$ cat config.mk
export PLATFORM = sky130hd
export DESIGN_NAME = flash_poll_status
export DESIGN_NICKNAME = d
export VERILOG_FILES = /design/src/rtl/flash_status_pkg.sv /design/src/rtl/poll_ctrl.sv /design/src/rtl/poll_datapath.sv /design/src/rtl/flash_poll_status.sv
export SDC_FILE = /design/constraint.sdc
export NUM_CORES = 1
export LEC_CHECK = 0
export ABC_AREA = 1
export BUFFER_PORTS_ARGS = -buffer_cell sky130_fd_sc_hd__buf_4
export CORE_AREA = 10 10 47 49
export DETAILED_ROUTE_END_ITERATION = 7
export DIE_AREA = 0 0 57 59
export PLACE_DENSITY = 0.76
export SETUP_SLACK_MARGIN = 0.5
export SYNTH_ARGS = -nofsm -noshare
export SYNTH_HDL_FRONTEND = slang
export SYNTH_SLANG_ARGS = --single-unit
$ cat constraint.sdc
create_clock -name clk -period 1.9 [get_ports clk]
set_input_delay 0.095 -clock clk [delete_from_list [all_inputs] [get_ports clk]]
set_output_delay 0.095 -clock clk [all_outputs]
set_load 0.05 [all_outputs]
$ cat src/rtl/flash_status_pkg.sv
package flash_status_pkg;
  // Strobes from control to datapath.
  typedef struct packed {
    logic captureLoad;  // store loaded word and operation kind
    logic flipToggle;   // a read access began while busy
    logic clearToggle;  // idle: hold toggle at zero
    logic showStatus;   // return status word instead of array data
  } statusStrobes_t;
endpackage

$ cat src/rtl/poll_ctrl.sv
module poll_ctrl
  import flash_status_pkg::*;
(
  input  logic           clk,
  input  logic           rst_n,
  input  logic           rdStrobeN,
  input  logic           busy,
  input  logic           loadValid,
  output statusStrobes_t strobes,
  output logic           rybyDriveLow
);
  logic busyQ;
  logic strobeQ;
  logic readStart;

  always_ff @(posedge clk or negedge rst_n) begin
    if (!rst_n) begin
      busyQ   <= 1'b0;
      strobeQ <= 1'b1;
    end else begin
      busyQ   <= busy;
      strobeQ <= rdStrobeN;
    end
  end

  // Falling edge of the combined strobe starts a read access.
  assign readStart = strobeQ & ~rdStrobeN;

  always_comb begin
    strobes.captureLoad = loadValid & ~busyQ;
    strobes.flipToggle  = readStart & busyQ;
    strobes.clearToggle = ~busyQ;
    strobes.showStatus  = busyQ;
  end

  assign rybyDriveLow = busyQ;

  assert_ryby_low_R7: assert property (@(posedge clk) disable iff (!rst_n)
    busy |=> rybyDriveLow);
  assert_ryby_float_R7: assert property (@(posedge clk) disable iff (!rst_n)
    !busy |=> !rybyDriveLow);
  assert_toggle_ctl_R3: assert property (@(posedge clk) disable iff (!rst_n)
    $onehot0({strobes.flipToggle, strobes.clearToggle}));
endmodule

$ cat src/rtl/poll_datapath.sv
module poll_datapath
  import flash_status_pkg::*;
#(
  parameter int DATA_W     = 16,
  parameter int POLL_BIT   = 7,
  parameter int TOGGLE_BIT = 6
) (
  input  logic              clk,
  input  logic              rst_n,
  input  statusStrobes_t    strobes,
  input  logic              loadErase,
  input  logic [DATA_W-1:0] loadData,
  input  logic [DATA_W-1:0] arrayData,
  output logic [DATA_W-1:0] rdData,
  output logic              statDq7,
  output logic              statDq6
);
  logic [DATA_W-1:0] lastWordQ;
  logic              eraseQ;
  logic              toggleQ;
  logic [DATA_W-1:0] statusWord;

  always_ff @(posedge clk or negedge rst_n) begin
    if (!rst_n) begin
      lastWordQ <= '1;
      eraseQ    <= 1'b0;
    end else if (strobes.captureLoad) begin
      lastWordQ <= loadData;
      eraseQ    <= loadErase;
    end
  end

  always_ff @(posedge clk or negedge rst_n) begin
    if (!rst_n)                  toggleQ <= 1'b0;
    else if (strobes.clearToggle) toggleQ <= 1'b0;
    else if (strobes.flipToggle)  toggleQ <= ~toggleQ;
  end

  // Erase polls as 0; program polls as the inverse of the loaded bit.
  assign statDq7 = eraseQ ? 1'b0 : ~lastWordQ[POLL_BIT];
  assign statDq6 = toggleQ;

  for (genvar i = 0; i < DATA_W; i++) begin : gStatus
    if (i == POLL_BIT) begin : gPoll
      assign statusWord[i] = statDq7;
    end else if (i == TOGGLE_BIT) begin : gTog
      assign statusWord[i] = statDq6;
    end else begin : gZero
      assign statusWord[i] = 1'b0;
    end
  end

  assign rdData = strobes.showStatus ? statusWord : arrayData;

  assert_toggle_flips_R3: assert property (@(posedge clk) disable iff (!rst_n)
    strobes.flipToggle |=> (toggleQ != $past(toggleQ)));
  assert_toggle_idle_R3: assert property (@(posedge clk) disable iff (!rst_n)
    strobes.clearToggle |=> !toggleQ);
  assert_load_held_R8: assert property (@(posedge clk) disable iff (!rst_n)
    strobes.showStatus |=> ($stable(lastWordQ) && $stable(eraseQ)));
endmodule

$ cat src/rtl/flash_poll_status.sv
module flash_poll_status
  import flash_status_pkg::*;
#(
  parameter int DATA_W     = 16,
  parameter int POLL_BIT   = 7,
  parameter int TOGGLE_BIT = 6
) (
  input  logic              clk,
  input  logic              rst_n,
  input  logic              rdStrobeN,
  input  logic              busy,
  input  logic              loadValid,
  input  logic              loadErase,
  input  logic [DATA_W-1:0] loadData,
  input  logic [DATA_W-1:0] arrayData,
  output logic [DATA_W-1:0] rdData,
  output logic              statDq7,
  output logic              statDq6,
  output logic              rybyDriveLow
);
  statusStrobes_t strobes;

  poll_ctrl uCtrl (
    .clk(clk), .rst_n(rst_n), .rdStrobeN(rdStrobeN), .busy(busy),
    .loadValid(loadValid), .strobes(strobes), .rybyDriveLow(rybyDriveLow)
  );

  poll_datapath #(.DATA_W(DATA_W), .POLL_BIT(POLL_BIT), .TOGGLE_BIT(TOGGLE_BIT)) uData (
    .clk(clk), .rst_n(rst_n), .strobes(strobes), .loadErase(loadErase),
    .loadData(loadData), .arrayData(arrayData), .rdData(rdData),
    .statDq7(statDq7), .statDq6(statDq6)
  );
endmodule

* After elaboration in Yosys (flattened, before gate mapping) *
Index checks and enable logic that the tools add are counted.
W data, S select, Z words.

storage, ports and cells
  register bits after elaboration = 12
  input port bits = 38

operators by class
  equality and inequality tests = 1
  bitwise logic cells = 7
  mux-type cells = 4

operators with widths
  cell                  number
  $mux W16              1
  $not A1 Y1            4
  $and A1 B1 Y1         3
  $mux W1               3
  $ne A2 B2 Y1 const B  1

* Depth between registers and ports, before layout *
Gate-level depths: netlist (run 1).

  depth after elaboration = 5
  mapped depth = 5
  mapped depth without buffers = 4

* Cells and area by module *
A second synthesis (run 1) with hierarchy kept.

second synthesis, totals
  cell total of the unflattened synthesis = 60
  area total of the unflattened synthesis = 359.1 sq um

by module, submodules not included
  module         sequential area each (sq um)  instances  cells an instance  area an instance (sq um)
  poll_datapath  76.3                          1          52                 281.5
  poll_ctrl      51.3                          1          8                  77.6

* Worst setup path after synthesis (run 1) *
OpenSTA, ideal clock, no wires.

  path kind = register -> output
  from = reg uCtrl.busyQ (netlist: uCtrl.rybyDriveLow)
  to = out rdData[6]
  setup slack = 0.205 ns
  arrival = 1.600 ns
  path buffers = 1
  stages on the path, launching flop included = 4
  required time = 1.805 ns
  cells stage by stage = dfrtp_1 -> buf_6 -> inv_2 -> o21ai_1

on the way
  longest elaborated chain between the ends = 1

ends and longest elaborated chain
  item                    line                     text
  from (decl)             poll_ctrl.sv:12          logic busyQ;
  from (signal assigned)  poll_ctrl.sv:21          busyQ <= busy;
  $mux W16                poll_datapath.sv:53      assign rdData = strobes.showStatus ? statusWord : arrayData;
  to (decl)               flash_poll_status.sv:16  output logic [DATA_W-1:0] rdData,

No other way between the ends.

* Worst setup path after layout (run 1) *
  from = reg uCtrl.busyQ (netlist: uCtrl.rybyDriveLow)
  to = out rdData[15]

Same word-level chain as after synthesis.

==> metrics.cfg, run 1 <==
[die]
die_h_um = 59
placementRows = 14
io_pins = 57
start_util = 0.243
dieArea_um2 = 3360
core_area_um2 = 1400
dieWidth_um = 57

[setup_path]
crit_required_ps = 1800
crit_arrival_ps = 1240
crit_start = uCtrl.rybyDriveLow
r2r_start = uCtrl.rybyDriveLow
critical_path_class = reg2out
crit_fanout = 14
startpoint_type = flop
end_kind = output port

[routing]
vias = 469
wl_mm = 1.31
via_per_inst = 3.97
ant_nets = 0
drcViolationCount = 0
wire_per_inst_um = 11.1
drtPass1Iterations = 2
initialDrtViolationCount = 5

[placed_design]
placed_area_um2 = 734
portBuffers = 41
gp_congestion = 0.610
dp_hpwl_mm = 1.17

[clock_network]
root_buffer = clkbuf_4
clk_pin_slew_ps = 40
cts.path.max_buffers = 2
cts_buffers = 3
h-tree-depth = 1
clkLatencyLatePin_ps = 240
clock_sinks = 5
cts_setup_buffers = 0
cts_tree = done

[yosys]
ys_types = 11
synth_cells = 55
syn_area_per_cell_um2 = 6.19
syn_area_um2 = 340
yosysSeqAreaShare = 0.375
syn_nets = 93
synth_seq_cells = 5
yosys_warnings = 0

[timing]
period_share = 0.701
maxSlewViolCount = 0
rsz0062_at_grt = no
final_hold_viol_count = 0
fmax_ghz = 0.751
period_minus_slack_ps = 1330
clock_skew_ps = 0.351
finalSetupTns_ps = 0
worst_pin_slew_ps = 222
max-slew-margin-rel = 0.852
setup_viol = 0

[layout]
final_cell_mix = buf_4 (41), inv_1 (16), nor2_4 (10), nand2_1 (10), nor2_1 (4)
n_antenna_cell = 0
fin_area_um2 = 795
syn_to_final_growth_pct = 133
nets = 141
final_common_cell = buf_4
n_fill_cell = 135
drive_gt1_frac = 0.598

[pwr]
irDropWorstVdd_mv = 0.441
p_leak_nw = 0.461
powerDensity_nw_per_um2 = 605

[hold_path]
hold_start = loadData[7]
min_path_type = in2reg

[global_routing]
grt_pass1_wl_mm = 2.22
grt.total_usage = 0.0812
antenna_found_initial = 0
grt_max_degree = 15
overflow = 0
grt_pass1_vias = 526

[job]
maxCapViolCount = 0

[outcome]
status = finished, final reports clean

## worst max-delay path, cell delays in order, from the launching register on
cell and delay (ps):
dfrtp_1 450, buf_6 270, nor2_1 80, buf_4 190
## worst paths after layout
check / slack, ps / end / depth (start not counted)
max: 570 / rdData[15] / 3
max reg2reg: 1050 / uData.eraseQ / 4
min reg2reg: 470 / uData.lastWordQ[7] / 2
min in group asynchronous: 200 / uCtrl.rybyDriveLow / 2
min: 80 / uData.lastWordQ[7] / 3
max in group asynchronous: 1500 / uData.lastWordQ[7] / 2
## power by group
group	switching [mW]	total, mW	internal (mW)
sequential	0.00807	0.127	0.119
clock	0.0420	0.121	0.0793
combinational	0.147	0.233	0.0861
total	0.197	0.481	0.284
## layout make-up
type | instances | area, µm² | area share
Timing Repair Buffer | 45 | 349 | 0.439
Multi-Input combinational cell | 31 | 208 | 0.261
Sequential cell | 5 | 128 | 0.161
Clock buffer | 4 | 26.3 | 0.0331
Tap cell | 16 | 20.0 | 0.0252
Inverter | 17 | 63.8 | 0.0803
## layer usage
layer  vias up  global-route usage  routed length (µm)
met5         -                   0                   0
li1        248                   -                   -
met2        34               0.124                 554
met3         0              0.0536                 228
met1       187              0.0842                 526
met4         0              0.0403                   0
## registers in the layout (all words and copies together), names as in the netlist
register	flops
uData.statDq6	1
uCtrl.rybyDriveLow	1
uData.lastWordQ	1
uData.eraseQ	1
uCtrl.strobeQ	1
## logic make-up after synthesis
family,after synthesis,synth area share
AO/OA/AOI/OAI,1,0.0147
buffers and inverters,19,0.254
AND/OR/NAND/NOR,30,0.357
flip-flops,5,0.375
## synth_stat cells
| library cell | number | area (µm²) |
|---|---|---|
| inv_1 | 16 | 60.1 |
| nor2_1 | 15 | 56.3 |
| nand2_1 | 10 | 37.5 |
| dfrtp_1 | 3 | 75.1 |
| nand3_1 | 3 | 15.0 |
| buf_6 | 2 | 22.5 |
| dfstp_2 | 2 | 52.6 |
| inv_2 | 1 | 3.75 |
| nand2_2 | 1 | 6.26 |
| nand4_1 | 1 | 6.26 |
| o21ai_1 | 1 | 5.00 |
## timing repair
item / CTS / global route
hold buffers: 3 / 0
resized for setup: 1 / 0
endpoints found under the hold margin: 7 / 0
setup endpoints to repair: 4 / 0
## metrics by stage
step | utilization | worst slack [ps] | hold slack (ps) | cells | power, mW
global placement | 0.524 | 743 | -101 | 111 | 0.355
floorplan | - | 367 | -201 | 55 | 0.276
finish | 0.567 | 568 | 82.9 | 118 | 0.481
detailed placement | 0.524 | 732 | -98.1 | 111 | 0.358
CTS | 0.567 | 545 | 72.4 | 118 | 0.490
global route | 0.567 | 504 | 92.9 | 118 | 0.512
No activity file was read; power rests on OpenSTA's default activity.
==> inputs of run 2 (changes only) <==
Settings changed: CORE_AREA 10 10 47 49 to not set, CORE_MARGIN set to 10, CORE_UTILIZATION set to 26, DIE_AREA 0 0 57 59 to not set, PLACE_DENSITY 0.76 to 0.78.
Clock period 1.9 ns to 1.23 ns, I/O delays scaled along.
==> run 2 against run 1 <==
Net effect: clock skew up 7.0 ps; clock power grew 56%; critical endpoint is now rdData[12]; global-route usage rose by 2.4 points; via count up 6.6%; critical path type unchanged; sequential power up 61%; final cell count stayed put; sequential share of layout area fell by 3.3 points; design area is 29% higher; die area fell by 6.1%.
==> metrics.cfg, run 2 (synthesized netlist as in run 1, its figures left out) <==
[timing]
max-slew-margin-rel = 0.893
setup_viol = 0
period_minus_slack_ps = 1190
finalSetupTns_ps = 0
fin_hold_ws_ps = 54.0
final_hold_viol_count = 0
clock_skew_ps = 7.33
rsz0062_at_grt = yes
worst_pin_slew_ps = 161
period_share = 0.971
fmax_ghz = 0.838
setup_ws_ps = 36.3
maxSlewViolCount = 0

[routing]
drtPass1Iterations = 3
initialDrtViolationCount = 7
vias = 500
wl_mm = 1.77
drcViolationCount = 0
wire_per_inst_um = 15.0
ant_nets = 0
via_per_inst = 4.24

[clock_network]
cts.path.max_buffers = 2
cts_buffers = 3
clkLatencyLatePin_ps = 240
clock_sinks = 5
cts_tree = done
root_buffer = clkbuf_4
clk_pin_slew_ps = 50
h-tree-depth = 1

[pwr]
p_leak_nw = 0.526
powerDensity_nw_per_um2 = 845
irDropWorstVdd_mv = 0.768
power_mw = 0.863

[placed_design]
pre_cts_ws_ps = 229
dpl.cell_count = 110
dp_hpwl_mm = 1.21
gp_congestion = 0.602
portBuffers = 41

[setup_path]
critical_path_class = reg2out
crit_chain = buf_12 -> nor2_4 -> buf_8
slowest_stage = dfrtp_2
crit_fanout = 12
crit_buf_inv = 2
critical_path.top_delay_family = flip-flops
end_kind = output port
path_depth = 3
crit_required_ps = 1170
startpoint_type = flop
rr_worst_depth = 5
slowest_delay_ps = 460
crit_arrival_ps = 1130

[die]
dieArea_um2 = 3160
dieWidth_um = 56.2
core_area_um2 = 1170
io_pins = 57
die_h_um = 56.2
placementRows = 12
start_util = 0.291

[layout]
drive_gt1_frac = 0.721
n_antenna_cell = 0
nets = 143
final_common_cell = buf_4
final_cell_mix = buf_4 (23), inv_1 (16), nor2_4 (15)
instances_no_fill = 118
syn_to_final_growth_pct = 200

[hold_path]
min_path_type = in2reg
hold_path_depth = 3

[outcome]
status = finished, final reports clean

[global_routing]
grtUsageMet2 = 0.194
grtUsageMet1 = 0.0951
antenna_found_initial = 0
grt_pass1_vias = 573
grt_max_degree = 13
use_met3 = 0.0569
grt-busiest-layer = met2
overflow = 0
grt_pass1_wl_mm = 2.71
grt.total_usage = 0.105

[job]
maxCapViolCount = 0

[run 2: worst paths after layout]
path                               startpoint            endpoint  slack, ps
setup / recovery           uCtrl.rybyDriveLow          rdData[12]         40
hold / removal                    loadData[7]  uData.lastWordQ[7]         50
setup reg to reg           uCtrl.rybyDriveLow        uData.eraseQ        280
hold reg to reg            uData.lastWordQ[7]  uData.lastWordQ[7]        490
max in group asynchronous               rst_n       uCtrl.strobeQ        860
min in group asynchronous               rst_n        uData.eraseQ        170
[run 2: layout make-up]
cell class / count / area, µm²
clock buffers: 4 / 26.3
fillers: 62 / 150
inverters: 17 / 66.3
multi-input cells: 31 / 280
flip-flops and latches: 5 / 130
well taps: 14 / 17.5
repair buffers: 47 / 500
[run 2: tightest hold or removal path, cell delays in order]
cell	delay, ps
buf_4	110
nand3_1	70
nand2_1	50
[run 2: repair_timing]
item	in CTS	in global routing
cloned	0	0
pin swaps	1	0
resized for setup	32	13
endpoints found under the hold margin	7	0
hold buffers	3	0
setup buffers	1	0
setup endpoints to repair	22	22
[run 2: routing by layer]
metal,vias up,routed length [µm]
li1,252,-
met1,223,566
met2,25,1010
met3,0,189
met4,0,0
met5,-,0
[run 2: stage by stage]
step / instance area, µm² / utilization
final: 1020 / 0.872
after global routing: 1020 / 0.872
after CTS: 973 / 0.831
after detailed placement: 792 / 0.676
after global placement: 792 / 0.676
after floorplan: 487 / -
[run 2: where the power goes]
group | leakage [nW] | internal [mW] | switching, mW
combinational | 0.456 | 0.204 | 0.266
clock | 0.0150 | 0.123 | 0.0666
sequential | 0.0559 | 0.185 | 0.0193
total | 0.526 | 0.511 | 0.352
